## src/rtl/smm_remap_pkg.sv

```systemverilog
package smm_remap_pkg;

  localparam int NUM_MODES = 4;

  typedef enum logic [1:0] {
    MAP_E_TO_E = 2'd0,
    MAP_E_TO_A = 2'd1,
    MAP_E_TO_B = 2'd2,
    MAP_A_TO_A = 2'd3
  } winMode_e;

  // Strobes from the control register to the datapath
  typedef struct packed {
    winMode_e mode;
    logic     openOutside;
  } winCtrl_t;

  function automatic logic [19:0] hostBaseOf(int m);
    return (m == 3) ? 20'hA0000 : 20'hE0000;
  endfunction

  function automatic logic [19:0] dramBaseOf(int m);
    case (m)
      0:       return 20'hE0000;
      1:       return 20'hA0000;
      2:       return 20'hB0000;
      default: return 20'hA0000;
    endcase
  endfunction

  function automatic int winSizeLog2(int m);
    return (m == 3) ? 16 : 15;
  endfunction

endpackage

```

## src/rtl/smm_ctrl_reg.sv

```systemverilog
module smm_ctrl_reg
  import smm_remap_pkg::*;
#(
  parameter int              REG_AW      = 8,
  parameter logic [REG_AW-1:0] CTRL_OFFSET = REG_AW'(8'h68)
) (
  input  logic              clk,
  input  logic              rstN,
  input  logic              regWrEn,
  input  logic [REG_AW-1:0] regAddr,
  input  logic [7:0]        regWrData,
  output logic [7:0]        regRdData,
  output winCtrl_t          winCtrl
);

  localparam int MODE_HI  = 7;
  localparam int MODE_LO  = 6;
  localparam int OPEN_BIT = 4;

  logic [7:0] ctrlQ;
  logic       selCtrl;

  assign selCtrl = (regAddr == CTRL_OFFSET);

  always_ff @(posedge clk or negedge rstN) begin
    if (!rstN) begin
      ctrlQ <= '0;
    end else if (regWrEn && selCtrl) begin
      ctrlQ <= regWrData;
    end
  end

  assign regRdData           = selCtrl ? ctrlQ : 8'h00;
  assign winCtrl.mode        = winMode_e'(ctrlQ[MODE_HI:MODE_LO]);
  assign winCtrl.openOutside = ctrlQ[OPEN_BIT];

endmodule

```

## src/rtl/smm_window_dp.sv

```systemverilog
module smm_window_dp
  import smm_remap_pkg::*;
#(
  parameter int ADDR_W = 32
) (
  input  logic              clk,
  input  logic              rstN,
  input  winCtrl_t          winCtrl,
  input  logic [ADDR_W-1:0] hostAddr,
  input  logic              smmActive,
  input  logic              accStrobe,
  output logic              hit,
  output logic [ADDR_W-1:0] dramAddr
);

  logic [NUM_MODES-1:0] modeMatch;
  logic [ADDR_W-1:0]    modeXlat [NUM_MODES];

  // One decoder per layout; the selected one supplies both match and address
  for (genvar m = 0; m < NUM_MODES; m++) begin : g_mode
    localparam int                SZL = winSizeLog2(m);
    localparam logic [ADDR_W-1:0] HB  = ADDR_W'(hostBaseOf(m));
    localparam logic [ADDR_W-1:0] DB  = ADDR_W'(dramBaseOf(m));
    assign modeMatch[m] = (hostAddr[ADDR_W-1:SZL] == HB[ADDR_W-1:SZL]);
    assign modeXlat[m]  = {DB[ADDR_W-1:SZL], hostAddr[SZL-1:0]};
  end

  logic [1:0]        modeIdx;
  logic              granted;
  logic              hitNext;
  logic [ADDR_W-1:0] addrNext;

  always_comb begin
    modeIdx  = winCtrl.mode;
    granted  = smmActive | winCtrl.openOutside;
    hitNext  = accStrobe & granted & modeMatch[modeIdx];
    addrNext = hitNext ? modeXlat[modeIdx] : '0;
  end

  always_ff @(posedge clk or negedge rstN) begin
    if (!rstN) begin
      hit      <= 1'b0;
      dramAddr <= '0;
    end else begin
      hit      <= hitNext;
      dramAddr <= addrNext;
    end
  end

endmodule

```

## src/rtl/smm_window_remap.sv

```systemverilog
module smm_window_remap
  import smm_remap_pkg::*;
#(
  parameter int                ADDR_W      = 32,
  parameter int                REG_AW      = 8,
  parameter logic [REG_AW-1:0] CTRL_OFFSET = REG_AW'(8'h68)
) (
  input  logic              clk,
  input  logic              rstN,
  input  logic              regWrEn,
  input  logic [REG_AW-1:0] regAddr,
  input  logic [7:0]        regWrData,
  output logic [7:0]        regRdData,
  input  logic [ADDR_W-1:0] hostAddr,
  input  logic              smmActive,
  input  logic              accStrobe,
  output logic              hit,
  output logic [ADDR_W-1:0] dramAddr
);

  winCtrl_t winCtrl;

  smm_ctrl_reg #(
    .REG_AW     (REG_AW),
    .CTRL_OFFSET(CTRL_OFFSET)
  ) u_ctrl (
    .clk      (clk),
    .rstN     (rstN),
    .regWrEn  (regWrEn),
    .regAddr  (regAddr),
    .regWrData(regWrData),
    .regRdData(regRdData),
    .winCtrl  (winCtrl)
  );

  smm_window_dp #(
    .ADDR_W(ADDR_W)
  ) u_dp (
    .clk      (clk),
    .rstN     (rstN),
    .winCtrl  (winCtrl),
    .hostAddr (hostAddr),
    .smmActive(smmActive),
    .accStrobe(accStrobe),
    .hit      (hit),
    .dramAddr (dramAddr)
  );

endmodule

```

## config.mk

```make
export PLATFORM = sky130hd
export DESIGN_NAME = smm_window_remap
export DESIGN_NICKNAME = d
export VERILOG_FILES = /design/src/rtl/smm_remap_pkg.sv /design/src/rtl/smm_ctrl_reg.sv /design/src/rtl/smm_window_dp.sv /design/src/rtl/smm_window_remap.sv
export SDC_FILE = /design/constraint.sdc
export NUM_CORES = 1
export LEC_CHECK = 0
export BUFFER_PORTS_ARGS = -buffer_cell sky130_fd_sc_hd__buf_2
export CORE_ASPECT_RATIO = 1.75
export CORE_UTILIZATION = 41
export DETAILED_ROUTE_END_ITERATION = 10
export GPL_TIMING_DRIVEN = 0
export PLACE_DENSITY = 0.79
export SLEW_MARGIN = 20
export SYNTH_ARGS = -nofsm -noshare
export SYNTH_HDL_FRONTEND = slang
export SYNTH_HIERARCHICAL = 1
export SYNTH_SLANG_ARGS = --single-unit
export TNS_END_PERCENT = 20
```

## constraint.sdc

```tcl
create_clock -name clk -period 1.6 [get_ports clk]
set_input_delay 0.32 -clock clk [delete_from_list [all_inputs] [get_ports clk]]
set_output_delay 0.32 -clock clk [all_outputs]
set_load 0.1 [all_outputs]
```

======== Word level (Yosys, flattened, before mapping) ========
Index checks and enable logic that the tools add are counted.
cells by class
  magnitude comparators ................... 2
  equality and inequality tests ........... 3
  multiplexer cells ....................... 7
  bitwise logic cells ..................... 4
  reduce and logical (&&, ||, !) cells .... 1
operators by type and width
  operator             number
  $mux 32              3
  $bmux 32 s2          1
  $eq 17x5->1 const B  1
  $eq 16x4->1 const B  1
  $eq 8x7->1 const B   1
  $mux 8               1
  $ge 3x3->1 const B   1
  $lt 2x3->1 const B   1
  $not 2->3            1
  $and 1x1->1          2
  $bmux 1 s2           1
  $logic_and 1x1->1    1
  $mux 1               1
  $or 1x1->1           1
storage, ports and cells
  flip-flop bits (word level) ............. 41
  input port bits ......................... 53
  output and inout bits ................... 41

======== Logic depth before layout (Yosys ltp) ========
Gate-level depths: netlist of run 1.
  depth after elaboration ................. 5
  gate-level depth with buffers ........... 5

======== Cells and area by module ========
The synthesis of run 1 kept the hierarchy.
by module, submodules not included
  module         times used  cells an instance  area an instance (um2)  sequential area each (um2)
  smm_window_dp  1           86                 994.7                   475.5
  smm_ctrl_reg   1           32                 415.4                   200.2

======== Worst setup path before layout of run 1 ========
OpenSTA, ideal clock, no wires.
  kind .................................... input-to-output
  from .................................... input port regAddr[2]
  to ...................................... output port regRdData[0]
  arrival time ............................ 1606 ps
  path slack .............................. -326 ps
  stages .................................. 3
  path buffers ............................ 0
  cell sequence ........................... and4bb_2 -> and3_2 -> and2_1
on the way
  longest elaborated chain between the ends .. 2
ends and longest elaborated chain
  element             RTL line                source
  start: declaration  smm_window_remap.sv:11  input logic [REG_AW-1:0] regAddr,
  $eq 8x7->1          smm_ctrl_reg.sv:23      assign selCtrl = (regAddr == CTRL_OFFSET);
  $mux 8              smm_ctrl_reg.sv:33      assign regRdData = selCtrl ? ctrlQ : 8'h00;
  end: declaration    smm_window_remap.sv:13  output logic [7:0] regRdData,
Every way passes these cells.

======== Worst setup path after layout of run 1 ========
  from .................................... input port regAddr[7]
  to ...................................... output port regRdData[6]
The elaborated chain is that of the path after synthesis.

==> results.md, run 1 <==
* CTS Hold Bufs at 0
* Row cnt at 27
* Maxcap violations at 0
* TNS Setup at -0.0766 ns
* Slew headroom at 0.610
* Sequential-to-total area share from yosys stat at 0.479
* First-pass GRT wire length at about 4900 µm
* GP Congestion at about 0.74
* Layout cell share with drive strength beyond 1 at 0.674
* Hold slack at 0.0442 ns
* Initial DRT Pass Iterations at 3
* Min cycle time layout at 1.62 ns
* Die Width at 46.3 µm
* Utilization after layout at 0.660
* Initial cell density of the core at 0.439
* Antenna violations before repair at 0
* Delay-heaviest family, CP: simple AND/OR/NAND/NOR gates
* Final wirelength at between 3000 and 4000 µm
* Req. time, crit path at between 1 and 1.5 ns
* Worst vdd ir at about 0.5 mV
* Synth area leader: dfrtp_1
* Number of clock sinks at 27
* Synth area leaders: dfrtp_1 (48%), nor4_2 (11%), buf_4 (9.6%)
* CTS max path bufs at 2
* Number of port buffers at 81
* Via density at about 4.7
* DR WL/cell at 13.4 µm
* Fin worst setup slack at -0.0196 ns
* Final Max Slew Viols at 0
* Post-synth top area share at 0.479
* Final clock skew at 0.00196 ns
* Total I/O pin count at 94
* Detailed Place HPWL at around 2500 µm
* Overflow after GRT at 0
* H-tree depth at 1
* CP Class: input pin to output pin
* Ys flop type: dfrtp_1
* Clock-pin slew on the worst setup and hold paths at approximately 0.090 ns
* Cts bufs inserted at 3
* CP max stage cell: and4bb_2
* Hold Crit Class: input pin to async pin
* Failing checks: negative setup slack
* Post-synth EDFFs at 0
* Worst-Skew Late Latency at around 0.26 ns
* Syn Inst Count at around 120
* Crit path arrival time at 1.30 ns
* Total GRT Usage at 0.186
* Seq cells post-synth at 27
* Delay of the slowest critical-path stage at 0.29 ns
* Netlist Area Pre-Place at 1410 µm²
* Final #Nets at 269
* Count of cell types in the netlist at 24
* Worst Setup End Kind: output pin
* Status: finished with violations
* Yosys Warn Count at 6
* Final Hold Viols at 0
* Largest net degree at the start of global routing at 28
* Vias in the first global route at ~1100
* # setup viols final at 7
* CP bufs+invs at 2
* DR DRC count at 0
* Slew @ Worst Pin at roughly 0.6 ns
* Post-synth ARST share at 1.00
* Crit share post-route at 1.01
* CTS tree: built
* Core Region at 3210 µm²
* Crit path launch type: input pin
* CP Cell Sequence: buf_2 > and4bb_2 > and3_4 > and2_2 > buf_12
* Vias at approximately 1200
* Worst-path fanout max at 8
* PwrDens at 644 nW/µm²
* Initial detailed-routing violation count at 7
* Leakage at 1.10 nW
* Diodes inserted at 0
* Most frequent cell after synthesis: dfrtp_1
* DRT antenna net count at 0
* Avg Inst Size Synth at ~12 µm²
* Synth cell count leaders: dfrtp_1 (27), buf_4 (18), nand2_1 (17), nor4_2 (12), mux2_2 (9)
* Area of the die at between 3000 and 4000 µm²
* Fmax at 0.617 GHz
* Die height at 79.6 µm
* Clk root buf: clkbuf_8
* RSZ-0062 raised after global routing: yes
* Setup WS pre-CTS at -0.288 ns
* Area Overhead vs Synth at 50.1%
kinds of logic (layout without fill, tap and decap cells):
family                 Yosys count  after routing  share of synthesized area
AO/OA/AOI/OAI                    1              1                     0.0186
buffers and inverters           22            108                      0.114
flip-flops                      27             27                      0.479
multiplexers                     9              9                     0.0719
other                            1             12                    0.00266
AND/OR/NAND/NOR                 58             58                      0.314
cell type report:
class,instances,area [µm²]
buffer,20,151
clock buffer,3,41.3
clock inverter,1,5.00
fill,248,1090
inverter,1,3.75
multi-input combinational,80,638
sequential,27,677
tap,43,53.8
timing repair buffer,83,547
layout by cell type (no fill, tap or decap), types with 3 or more instances in the layout:
cell      Yosys  layout
and2_2        0       7
buf_12        0       8
buf_2         2      73
buf_4        18      20
clkbuf_8      0       3
conb_1        1      12
dfrtp_1      27      26
mux2_2        9       8
nand2_1      17      17
nor4_1        8       8
nor4_2       12      12
power breakdown:
group          switching (mW)  internal (mW)  total, mW
Combinational           0.201         0.0954      0.296
Sequential            0.00607          0.691      0.697
Clock                   0.196          0.174      0.370
repair_timing:
item,CTS,global route
buffers inserted,1,1
resized for setup,33,5
pin swaps,1,1
setup endpoints to repair,10,12
registers in the layout (all words and copies together) (netlist names):
signal         flops
u_ctrl/ctrlQ       8
u_dp/dramAddr     19
routing by layer:
layer / routed length [µm] / vias to the layer above / global-route usage
met2: 2000 / 64 / 0.342
met5: 0 / - / 0
met4: 89 / 0 / 0.0941
met3: 213 / 9 / 0.0249
li1: - / 582 / -
met1: 1140 / 557 / 0.188
metrics by stage:
stage	std cells	power, mW	instance area [µm²]
floorplan	129	0.905	1460
global placement	253	0.992	1920
detailed placement	253	0.999	1920
CTS	257	1.37	2090
global route	258	1.42	2120
finish	258	1.36	2120
worst paths after layout:
check | startpoint | end | slack [ns] | depth (start not counted)
worst max-delay path | regAddr[7] | regRdData[6] | -0.02 | 5
worst min-delay path | rstN | u_ctrl/ctrlQ[3] | 0.04 | 1
worst max register to register | u_ctrl/ctrlQ[6] | u_dp/dramAddr[6] | 0.15 | 4
worst min register to register | u_ctrl/ctrlQ[0] | u_ctrl/ctrlQ[0] | 0.50 | 1
max in group asynchronous | rstN | u_dp/dramAddr[17] | 1.13 | 1
min in group clk | hostAddr[1] | u_dp/dramAddr[1] | 0.26 | 3
(Power assumes the default switching activity.)
==> run 2: changes to the inputs <==
CORE_UTILIZATION = 43   (was 41)
CTS_BUF_LIST = sky130_fd_sc_hd__clkbuf_4 sky130_fd_sc_hd__clkbuf_8   (was unset)
PLACE_DENSITY = 0.82   (was 0.79)
==> run 2 against run 1 <==
Compared with the run above:
- the run still ends with negative setup slack left
- power rose by 1.0%
- clock-buffer cell count rose by 1
- largest power group unchanged
- cell area rose by 0.47%
==> results.md, run 2 (synthesis gave the netlist of run 1 again) <==
* Core Region at 3140 µm²
* Delay of the slowest critical-path stage at 0.30 ns
* PwrDens at ~650 nW/µm²
* Hold Crit Class: input pin to async pin
* Diodes inserted at 0
* Maxcap violations at 0
* Crit path arrival time at 1.31 ns
* CP bufs+invs at 2
* Initial cell density of the core at 0.449
* Fin worst setup slack at -0.0301 ns
* DR WL/cell at roughly 13 µm
* Worst R2R Start: u_ctrl/ctrlQ[6]
* DR DRC count at 0
* Final #Nets at 269
* CTS tree: built
* Crit path launch type: input pin
* Global route hottest layer: met2
* Failing checks: negative setup slack
* CP max stage cell: and4bb_2
* Crit share post-route at 1.02
* H-tree depth at 1
* Worst Setup End Kind: output pin
* Worst-Skew Late Latency at 0.26 ns
* Number of port buffers at 81
* Clk root buf: clkbuf_8
* Area Overhead vs Synth at 50.8%
* Die Width at about 45 µm
* Biggest register: u_dp/dramAddr
* Total I/O pin count at 94
* Area of the die at 3520 µm²
* Reg2reg end: u_dp/dramAddr[0]
* Hold slack at 0.0460 ns
* Delay-heaviest family, CP: simple AND/OR/NAND/NOR gates
* GP Congestion at 0.700
* Registers with the most flip-flops: u_dp/dramAddr: 19 flops, u_ctrl/ctrlQ: 8 flops
* FF-to-FF path depth at 4
* First-pass GRT wire length at 5090 µm
* Status: finished with violations
* Number of clock sinks at 27
* Setup WS pre-CTS at -0.263 ns
* Layout cell share with drive strength beyond 1 at 0.670
* Row cnt at 27
* Vias at 1187
* Overflow after GRT at 0
* GR Util met2 at 0.354
* CP Class: input pin to output pin
* Final wirelength at 3290 µm
* Req. time, crit path at 1.28 ns
* Die height at 77.8 µm
* Slew headroom at 0.614
* Final clock skew at 0.00367 ns
* Total GRT Usage at 0.192
* Initial DRT Pass Iterations at 4
* Fmax at 0.613 GHz
* CTS Hold Bufs at 0
* Slew @ Worst Pin at 0.580 ns
* DRT antenna net count at 0
* Final Max Slew Viols at 0
* Met1 Resource Use GR at 0.207
* Min cycle time layout at 1.63 ns
* Max reg flops at 19
* Worst-path fanout max at 8
* Flop2flop setup slack at 0.12 ns
* RSZ-0062 raised after global routing: yes
* Worst vdd ir at 0.461 mV
* Most common cell after layout, fill and taps aside: buf_2
* Initial detailed-routing violation count at 17
* Commonest non-fill, non-tap cells in the layout: buf_2 (72), dfrtp_1 (26), buf_4 (20), nand2_1 (17)
* Crit path depth at 5
* Antenna violations before repair at 0
* Vias in the first global route at 1166
* Clock-pin slew on the worst setup and hold paths at about 0.080 ns
* Largest net degree at the start of global routing at 28
* Met3 usage at 0.0326
* Cts bufs inserted at 3
* # setup viols final at 7
* Via density at ~4.6
* Final Hold Viols at 0
* CTS max path bufs at 2
* CP Cell Sequence: buf_6 > and4bb_2 > and3_4 > and2_2 > buf_12
* Detailed Place HPWL at around 2400 µm
* Leakage at 1.10 nW
run 2: repair_timing:
action	CTS	global route
buffers inserted	1	1
gates resized for setup	33	7
pin swaps	1	2
setup endpoints to repair	17	16
run 2: final cells by class:
type,instances,area (µm²)
repair buffers,83,553
flip-flops and latches,27,677
multi-input cells,80,639
well taps,43,53.8
inverters,1,3.75
fillers,241,1010
plain buffers,20,151
clock buffers,4,48.8
run 2: worst max-delay path by stage:
stage / start / to / slack [ns]
CTS: regAddr[7] / regRdData[7] / 0.01
global placement: regAddr[2] / regRdData[4] / -0.26
finish: regAddr[2] / regRdData[4] / -0.03
global route: regAddr[2] / regRdData[4] / -0.07
detailed placement: regAddr[2] / regRdData[4] / -0.26
floorplan: regAddr[2] / regRdData[0] / -0.04
run 2: worst register-to-register path, delay by kind of cell, from the launching register on:
family	cells	cell delay, ns
flops	1	0.41
simple gates	2	0.41
buf+inv	1	0.15
mux	1	0.41
run 2: metal layers:
| metal | vias to the layer above | routed length [µm] |
|---|---|---|
| met5 | - | 0 |
| met4 | 0 | 51 |
| met3 | 6 | 270 |
| met2 | 77 | 1820 |
| met1 | 526 | 1150 |
| li1 | 578 | - |
run 2: stage by stage:
step           area [µm²]   util  setup TNS, ns  instances  total power, mW
2_1_floorplan        1460      -         -0.320        129            0.905
3_3_place_gp         1920  0.612          -2.07        253            0.991
3_5_place_dp         1920  0.612          -2.31        253            0.995
4_1_cts              2100  0.667              0        257             1.39
5_1_grt              2130  0.677         -0.477        258             1.44
6_report             2130  0.677         -0.125        258             1.38
run 2: where the power goes:
part | leakage [nW] | internal (mW) | switching (mW) | total, mW
registers | 0.374 | 0.691 | 0.00628 | 0.698
clock network | 0.0262 | 0.195 | 0.190 | 0.385
logic | 0.699 | 0.0964 | 0.198 | 0.295
